`src/rtl/sclTimingPkg.sv`:
```
package sclTimingPkg;

  typedef struct packed {
    logic runEn;
    logic phaseHigh;
  } sclCmd_t;

  typedef enum logic [1:0] {
    SEL_PSC  = 2'd0,
    SEL_LOW  = 2'd1,
    SEL_HIGH = 2'd2,
    SEL_MODE = 2'd3
  } regSel_e;

  // Fixed per-phase offset chosen from the prescale value.
  function automatic int unsigned phaseOffset(input int unsigned psc);
    if (psc == 0) return 7;
    else if (psc == 1) return 6;
    else return 5;
  endfunction

endpackage

```
`src/rtl/sclTimerCtrl.sv`:
```
module sclTimerCtrl
  import sclTimingPkg::*;
#(
  parameter int PSC_W = 8,
  parameter int DIV_W = 16,
  localparam int CNT_W = DIV_W + 1
) (
  input  logic             clk,
  input  logic             rstN,
  input  logic             wrEn,
  input  logic [1:0]       wrSel,
  input  logic [DIV_W-1:0] wrData,
  input  logic             phaseDone,
  output sclCmd_t          cmd,
  output logic [PSC_W-1:0] pscVal,
  output logic [CNT_W-1:0] phaseLen
);

  logic [PSC_W-1:0] pscReg;
  logic [DIV_W-1:0] lowReg;
  logic [DIV_W-1:0] highReg;
  logic             runReg;
  logic             highPhase;
  logic             cfgWrOk;

  // configuration only changes while stopped
  assign cfgWrOk = wrEn && !runReg;

  always_ff @(posedge clk or negedge rstN) begin
    if (!rstN) begin
      pscReg  <= '0;
      lowReg  <= '0;
      highReg <= '0;
      runReg  <= 1'b0;
    end else begin
      if (cfgWrOk && wrSel == SEL_PSC)  pscReg  <= wrData[PSC_W-1:0];
      if (cfgWrOk && wrSel == SEL_LOW)  lowReg  <= wrData;
      if (cfgWrOk && wrSel == SEL_HIGH) highReg <= wrData;
      if (wrEn && wrSel == SEL_MODE)    runReg  <= wrData[0];
    end
  end

  always_ff @(posedge clk or negedge rstN) begin
    if (!rstN)              highPhase <= 1'b0;
    else if (!runReg)       highPhase <= 1'b0;
    else if (phaseDone)     highPhase <= !highPhase;
  end

  always_comb begin
    phaseLen = CNT_W'(highPhase ? highReg : lowReg)
             + CNT_W'(phaseOffset(32'(pscReg)));
  end

  assign cmd.runEn     = runReg;
  assign cmd.phaseHigh = highPhase;
  assign pscVal        = pscReg;

endmodule

```
`src/rtl/sclTimerDatapath.sv`:
```
module sclTimerDatapath
  import sclTimingPkg::*;
#(
  parameter int PSC_W = 8,
  parameter int DIV_W = 16,
  localparam int CNT_W = DIV_W + 1
) (
  input  logic             clk,
  input  logic             rstN,
  input  sclCmd_t          cmd,
  input  logic [PSC_W-1:0] pscVal,
  input  logic [CNT_W-1:0] phaseLen,
  output logic             tick,
  output logic             phaseDone
);

  logic [PSC_W-1:0] preCnt;
  logic [CNT_W-1:0] phaseCnt;

  assign tick      = cmd.runEn && (preCnt == pscVal);
  assign phaseDone = tick && (phaseCnt == phaseLen - CNT_W'(1));

  always_ff @(posedge clk or negedge rstN) begin
    if (!rstN)            preCnt <= '0;
    else if (!cmd.runEn)  preCnt <= '0;
    else if (tick)        preCnt <= '0;
    else                  preCnt <= preCnt + PSC_W'(1);
  end

  always_ff @(posedge clk or negedge rstN) begin
    if (!rstN)                       phaseCnt <= '0;
    else if (!cmd.runEn || phaseDone) phaseCnt <= '0;
    else if (tick)                   phaseCnt <= phaseCnt + CNT_W'(1);
  end

endmodule

```
`src/rtl/i2cSclTimer.sv`:
```
module i2cSclTimer
  import sclTimingPkg::*;
#(
  parameter int PSC_W = 8,
  parameter int DIV_W = 16,
  localparam int CNT_W = DIV_W + 1
) (
  input  logic             clk,
  input  logic             rstN,
  input  logic             regWrEn,
  input  logic [1:0]       regSel,
  input  logic [DIV_W-1:0] regWrData,
  output logic             sclLowReq,
  output logic             presTick
);

  sclCmd_t          ctrlCmd;
  logic [PSC_W-1:0] pscVal;
  logic [CNT_W-1:0] phaseLen;
  logic             tick;
  logic             phaseDone;
  logic             runActive;

  sclTimerCtrl #(.PSC_W(PSC_W), .DIV_W(DIV_W)) uCtrl (
    .clk(clk), .rstN(rstN), .wrEn(regWrEn), .wrSel(regSel),
    .wrData(regWrData), .phaseDone(phaseDone), .cmd(ctrlCmd),
    .pscVal(pscVal), .phaseLen(phaseLen)
  );

  sclTimerDatapath #(.PSC_W(PSC_W), .DIV_W(DIV_W)) uDp (
    .clk(clk), .rstN(rstN), .cmd(ctrlCmd), .pscVal(pscVal),
    .phaseLen(phaseLen), .tick(tick), .phaseDone(phaseDone)
  );

  assign runActive = ctrlCmd.runEn;
  assign sclLowReq = ctrlCmd.runEn && !ctrlCmd.phaseHigh;
  assign presTick  = tick;

endmodule

```
`config.mk`:
```
export PLATFORM = sky130hd
export DESIGN_NAME = i2cSclTimer
export DESIGN_NICKNAME = d
export VERILOG_FILES = /design/src/rtl/sclTimingPkg.sv /design/src/rtl/sclTimerCtrl.sv /design/src/rtl/sclTimerDatapath.sv /design/src/rtl/i2cSclTimer.sv
export SDC_FILE = /design/constraint.sdc
export NUM_CORES = 1
export LEC_CHECK = 0
export CORE_AREA = 2 2 83 85
export CTS_BUF_LIST = sky130_fd_sc_hd__clkbuf_16
export CTS_CLUSTER_SIZE = 10
export DETAILED_ROUTE_END_ITERATION = 10
export DIE_AREA = 0 0 85 87
export GPL_ROUTABILITY_DRIVEN = 0
export GPL_TIMING_DRIVEN = 0
export PLACE_DENSITY = 0.77
export SYNTH_ARGS = -nofsm -noshare
export SYNTH_HDL_FRONTEND = slang
export SYNTH_SLANG_ARGS = --single-unit
```
`constraint.sdc`:
```
create_clock -name clk -period 3.7 [get_ports clk]
set_input_delay 0.74 -clock clk [delete_from_list [all_inputs] [get_ports clk]]
set_output_delay 0.74 -clock clk [all_outputs]
set_load 0.05 [all_outputs]
```
---- Word-level counts from Yosys, hierarchy flattened ----
Cells that the tools add are included.
word-level totals
  register bits ........................... 67
  bits of input ports ..................... 21
  output and inout port bits .............. 2
operators by class
  $add $sub $neg .......................... 4
  equal/unequal tests ..................... 7
  muxes and demuxes ....................... 9
  reduce and logical (&&, ||, !) cells .... 14
operators by type and width
  cell                   count
  $mux 17                3
  $add 17x1->17 const B  1
  $add 17x17->17         1
  $eq 17x17->1           1
  $sub 17x1->17 const B  1
  $mux 16                1
  $mux 8                 2
  $add 8x1->8 const B    1
  $eq 8x1->1 const B     1
  $eq 8x8->1             1
  $logic_and 1x1->1      8
  $logic_not 8->1        1
  $eq 2x2->1 const B     2
  $eq 2x1->1 const B     1
  $logic_not 1->1        2
  $logic_not 2->1        1
  $mux 1                 2
  $mux 2                 1
  $ne 2x1->1 const B     1
  $reduce_bool 2->1      1
  $logic_or 1x1->1       1

---- Depth between registers and ports, before layout ----
  depth after elaboration ................. 9
  depth in mapped cells ................... 18
  gate-level depth less buffers ........... 15

---- Hierarchy ----
From an unflattened synthesis, not the netlist that was laid out.
second synthesis, totals
  cells, all modules ...................... 409
  area total of the unflattened synthesis .. 4,312.9 µm²
modules (own cells, without submodules)
  module            instances  cells each  area each (µm²)
  sclTimerCtrl      1          189         2,347.3
  sclTimerDatapath  1          219         1,951.9
  i2cSclTimer       1          1           13.8

---- Least setup slack after synthesis ----
No wires, ideal clock.
  path type ............................... register -> register
  start ................................... register uCtrl.highPhase
  end ..................................... register uCtrl.highPhase
  library setup time ...................... 119 ps
  arrival time ............................ 3,279 ps
  required time ........................... 3,581 ps
  path slack .............................. 302 ps
  stages on the path, launching flop included .. 18
  path buffers ............................ 4
  period minus slack after synthesis ...... 3,398 ps
  cell sequence ........................... dfrtp_1 > buf_6 > buf_12 > buf_12 > buf_2 > mux2i_1 > ha_1 > inv_1 > ha_1 > fa_1 > xnor2_1 > xnor2_1 > nand4_1 > nor4_1 > o2111a_2 > nand4b_4 > xnor2_1 > and2_1
on the way
  longest elaborated chain between the ends .. 6
  elaborated cells on any way between the ends .. 9
  those cells by class .................... add/sub (2); eq/ne (2); mux (3); reduce/logical (2)
ends and longest elaborated chain
  element                 line                    text
  start, declared         sclTimerCtrl.sv:23      logic highPhase;
  start signal, assigned  sclTimerCtrl.sv:46      else if (phaseDone) highPhase <= !highPhase;
  $mux 16                 sclTimerCtrl.sv:50      phaseLen = CNT_W'(highPhase ? highReg : lowReg)
  $add 17x17->17          sclTimerCtrl.sv:51      + CNT_W'(phaseOffset(32'(pscReg)));
  $sub 17x1->17           sclTimerDatapath.sv:21  assign phaseDone = tick && (phaseCnt == phaseLen - CNT_W'(1));
  $eq 17x17->1            sclTimerDatapath.sv:21
  $logic_and 1x1->1       sclTimerDatapath.sv:21
  $ne 2x1->1 (no line)    -
Several ways; a longest one is shown, not always the timed one. The select of a mux whose other input is x is not followed.
A chain may end at the register's enable or synchronous reset.

---- Worst setup path after layout ----
  start ................................... register uCtrl.highPhase
  end ..................................... register uDp.phaseCnt[7]
on the way
  longest elaborated chain between the ends .. 7
  elaborated cells on any way between the ends .. 8
  those cells by class .................... add/sub (2); eq/ne (1); mux (2); reduce/logical (3)
ends and longest elaborated chain
  element                                              line                    text
  $mux 16 *                                            sclTimerCtrl.sv:50
  $add 17x17->17 *                                     sclTimerCtrl.sv:51
  $sub 17x1->17 *                                      sclTimerDatapath.sv:21
  $eq 17x17->1 *                                       sclTimerDatapath.sv:21
  $logic_and 1x1->1 *                                  sclTimerDatapath.sv:21
  $logic_or 1x1->1 *                                   sclTimerDatapath.sv:32  else if (!cmd.runEn || phaseDone) phaseCnt <= '0;
  $mux 17 / $reduce_bool 2->1 (equally long branches)  -
  end signal, assigned                                 sclTimerDatapath.sv:33  else if (tick) phaseCnt <= phaseCnt + CNT_W'(1);
  end, declared                                        sclTimerDatapath.sv:18  logic [CNT_W-1:0] phaseCnt;
Mark *: on every way between the ends. The rest lies on a longest branch, timed or not.

==> reports/metrics.cfg <==
[status]
outcome = finished, final reports clean

[floorplanning]
start_util_pct = 57.9
die-area_sq_um = 7400
rows = 30
ios = 23
die_w_um = 85
core_area_sq_um = 6570
chipHeight_um = 87

[timing]
period_needed_ps = 3610
max_slew.worst_pin.slew_ps = 956
fmax_mhz = 277
slew_viol_final = 0
skew_ps = 4.92
max_slew_margin_pct = 36.1
whs_ps = 506
fin_ws_ps = 90.0
final-setup-viol-count = 0
finalCritPeriodShare_pct = 97.6
setup_tns_ps = 0
hold_viol_final = 0

[synth]
synth_edf_count = 0
synthAdderAreaFrac_pct = 2.50
synth_area_per_cell_sq_um = 11.0
syn_nets = 374
synth-compound-area-share_pct = 4.71
synthFlopType = dfrtp_1
yosys.area.top_type_share_pct = 44.1
yosys.cell_types.count = 47
synth-simple-area-share_pct = 17.6
yosys_warnings = 0
synth-seq-area-share_pct = 44.1
synth.cell_area_sq_um = 3800
synthTopCellsByArea = dfrtp_1 44%, mux2_2 12%, xnor2_1 7.1%, mux2i_1 4.2%, xor2_1 4.1%
ys_seq_elements = 67
async_flop_share_pct = 100
synthMuxAreaShare_pct = 16.7
synth_area_leader_cell = dfrtp_1
synth_top_family_by_area = simple AND/OR/NAND/NOR gates
syn_inst = 346
synth-xor-area-share_pct = 11.3

[placement]
port_buffers = 22
post-place-ws_ps = -328
dp_hpwl_mm = 5.60

[setup_path]
cp_data_required_time_ps = 3920
slowest_delay_ps = 410
criticalPathCategory = reg2reg
path_max_fanout = 10
arrival_ps = 3830
cp_slowest_cell = dfrtp_1
crit_chain = buf_6, buf_12, buf_12, buf_12, mux2i_4, ha_4, inv_2, ha_4, fa_2, nand4b_1, a211oi_2, buf_4, nand3_1, xnor2_1, nor2_1, nand4b_4, nand2_4, clkbuf_16, nor2_1
crit_top_cell = buf_12
cp-end-kind = register
crit_path_start_kind = register

[cts]
clk_latency_ps = 340
tritoncts = yes
htree_levels = 3
cts_buffers = 9
numClockSinks = 67
clk_pin_slew_ps = 60
cts_buffer_depth = 2
cts_root_buf = clkbuf_16

[route]
vias = 2744
viasPerCell = 5.78
drc = 0
wl_per_cell_um = 17.1
postRouteAntennaNets = 0
drtPass1Iterations = 4
drt_wl_total_mm = 8.13
drt_iter0_markers = 134

[global_route]
grt_overflow = 0
antenna_found_initial = 0
grt_usage_pct = 23.7
grt_max_degree = 68
grt_first_pass_wirelength_mm = 13.6
first_global_vias = 2741

[power_and_ir_drop]
p_leak_uw = 0.00187
p_total_uw = 2740
vdd_drop_max_v = 0.000581
powerDensity_nw_per_um2 = 591

[cells_and_area]
fin_util_pct = 70.6
fin_nets = 418
drive_above_1_share_pct = 23.3
syn_to_final_growth_pct = 22.1
diodes = 0

[run]
drv_cap = 0

[hold_path]
hold_class = in2async

Yosys cell counts (4+ instances only):
library cell	n
and3_1	6
nand4_1	6
ha_1	6
nand3b_1	8
nand3_1	27
xnor2_1	31
dfrtp_1	67
inv_1	8
a31oi_1	4
mux2_2	42
mux2i_1	16
xor2_1	18
nand2_1	22
nor2_1	28
clkbuf_1	6
cells by family after synthesis:
| group | after synthesis |
|---|---|
| AO/OA/AOI/OAI | 24 |
| XOR/XNOR | 49 |
| adder cells (fa/ha/maj) | 7 |
| buffers and inverters | 19 |
| flip-flops | 67 |
| multiplexers | 58 |
| AND/OR/NAND/NOR | 122 |
per-stage QoR:
| step | std cells | instance area (sq um) |
|---|---|---|
| final | 475 | 4640 |
| after global placement | 448 | 4120 |
| after global routing | 475 | 4640 |
| after CTS | 466 | 4510 |
| after floorplan | 346 | 3800 |
| after detailed placement | 448 | 4120 |
worst paths after layout:
path | from | end | slack [ps] | depth (start not counted)
min in group clk | uCtrl.lowReg[0] | uCtrl.lowReg[0] | 510 | 1
worst min-delay path | rstN | uDp.preCnt[2] | 510 | 1
worst min register to register | uCtrl.lowReg[0] | uCtrl.lowReg[0] | 510 | 1
worst max register to register | uCtrl.highPhase | uDp.phaseCnt[7] | 90 | 19
max in group asynchronous | rstN | uCtrl.highReg[10] | 2660 | 1
worst max-delay path | uCtrl.highPhase | uDp.phaseCnt[7] | 90 | 19
per-layer routing:
| metal | vias to the layer above | part of all wire [%] | global-route usage, % |
|---|---|---|---|
| met5 | - | 0 | 0 |
| met4 | 0 | 1.5 | 8.95 |
| met2 | 50 | 45 | 35.8 |
| met1 | 1368 | 49 | 33.6 |
| met3 | 11 | 4.3 | 5.31 |
| li1 | 1315 | - | - |
critical path: cells and delay by family (launching register included):
kind / cells / cell delay, ps
buffers and inverters: 7 / 930
and+or+nand+nor: 6 / 840
xor gates and xnor gates: 1 / 150
AOI/OAI and AO/OA: 1 / 360
muxes: 1 / 210
adders and majority gates: 3 / 590
DFF: 1 / 410
timing repair:
action | 4_1_cts | 5_1_grt
hold buffers | 0 | 0
cloned | 0 | 1
setup endpoints to repair | 18 | 18
gates resized for setup | 6 | 9
setup buffers | 2 | 8
pin swaps | 5 | 7
cell usage in the layout, fill, tap and decap left out, types with 2 or more instances in the layout:
cell	Yosys	final
dfrtp_1	67	67
mux2_2	42	42
xnor2_1	31	31
nand3_1	27	27
nor2_1	28	27
nand2_1	22	22
clkdlybuf4s50_1	0	21
xor2_1	18	18
mux2i_1	16	15
buf_4	0	11
clkbuf_16	0	10
nand3b_1	8	8
inv_1	8	7
nand4_1	6	6
clkbuf_1	6	6
and3_1	6	6
a31oi_1	4	4
ha_1	6	4
nor4_1	3	3
buf_12	2	3
or2_2	3	3
a21oi_1	3	3
and2_1	3	3
o21ai_0	3	3
bufinv_16	0	3
nor3_1	2	2
a211oi_2	1	2
a21o_1	2	2
a222oi_1	2	2
a21boi_0	2	2
a22oi_1	2	2
nor2b_1	2	2
nor4b_2	1	2
nor4bb_1	2	2
ha_4	0	2
inv_6	0	2
sequential cells by signal, summed over array words and instances, names as in the netlist:
| signal | flops |
|---|---|
| uCtrl.runReg | 1 |
| uDp.phaseCnt | 17 |
| uCtrl.lowReg | 16 |
| uCtrl.highReg | 16 |
| uCtrl.highPhase | 1 |
| uDp.preCnt | 8 |
| uCtrl.pscVal | 8 |
layout make-up:
class,instances,area [sq um]
fill,467,1930
clock inverter,7,124
inverter,8,30.0
clock buffer,9,225
tap,80,100
multi-input combinational,260,2060
timing repair buffer,33,318
buffer,11,109
sequential,67,1680
power breakdown:
part	leakage [uW]	switching, uW	internal, uW	total [uW]
Combinational	0.000862	324	367	691
Clock	0.000167	335	664	998
Sequential	0.000846	164	889	1050
Total	0.00187	823	1920	2740
Note: power is estimated with default switching activity, not from simulation.
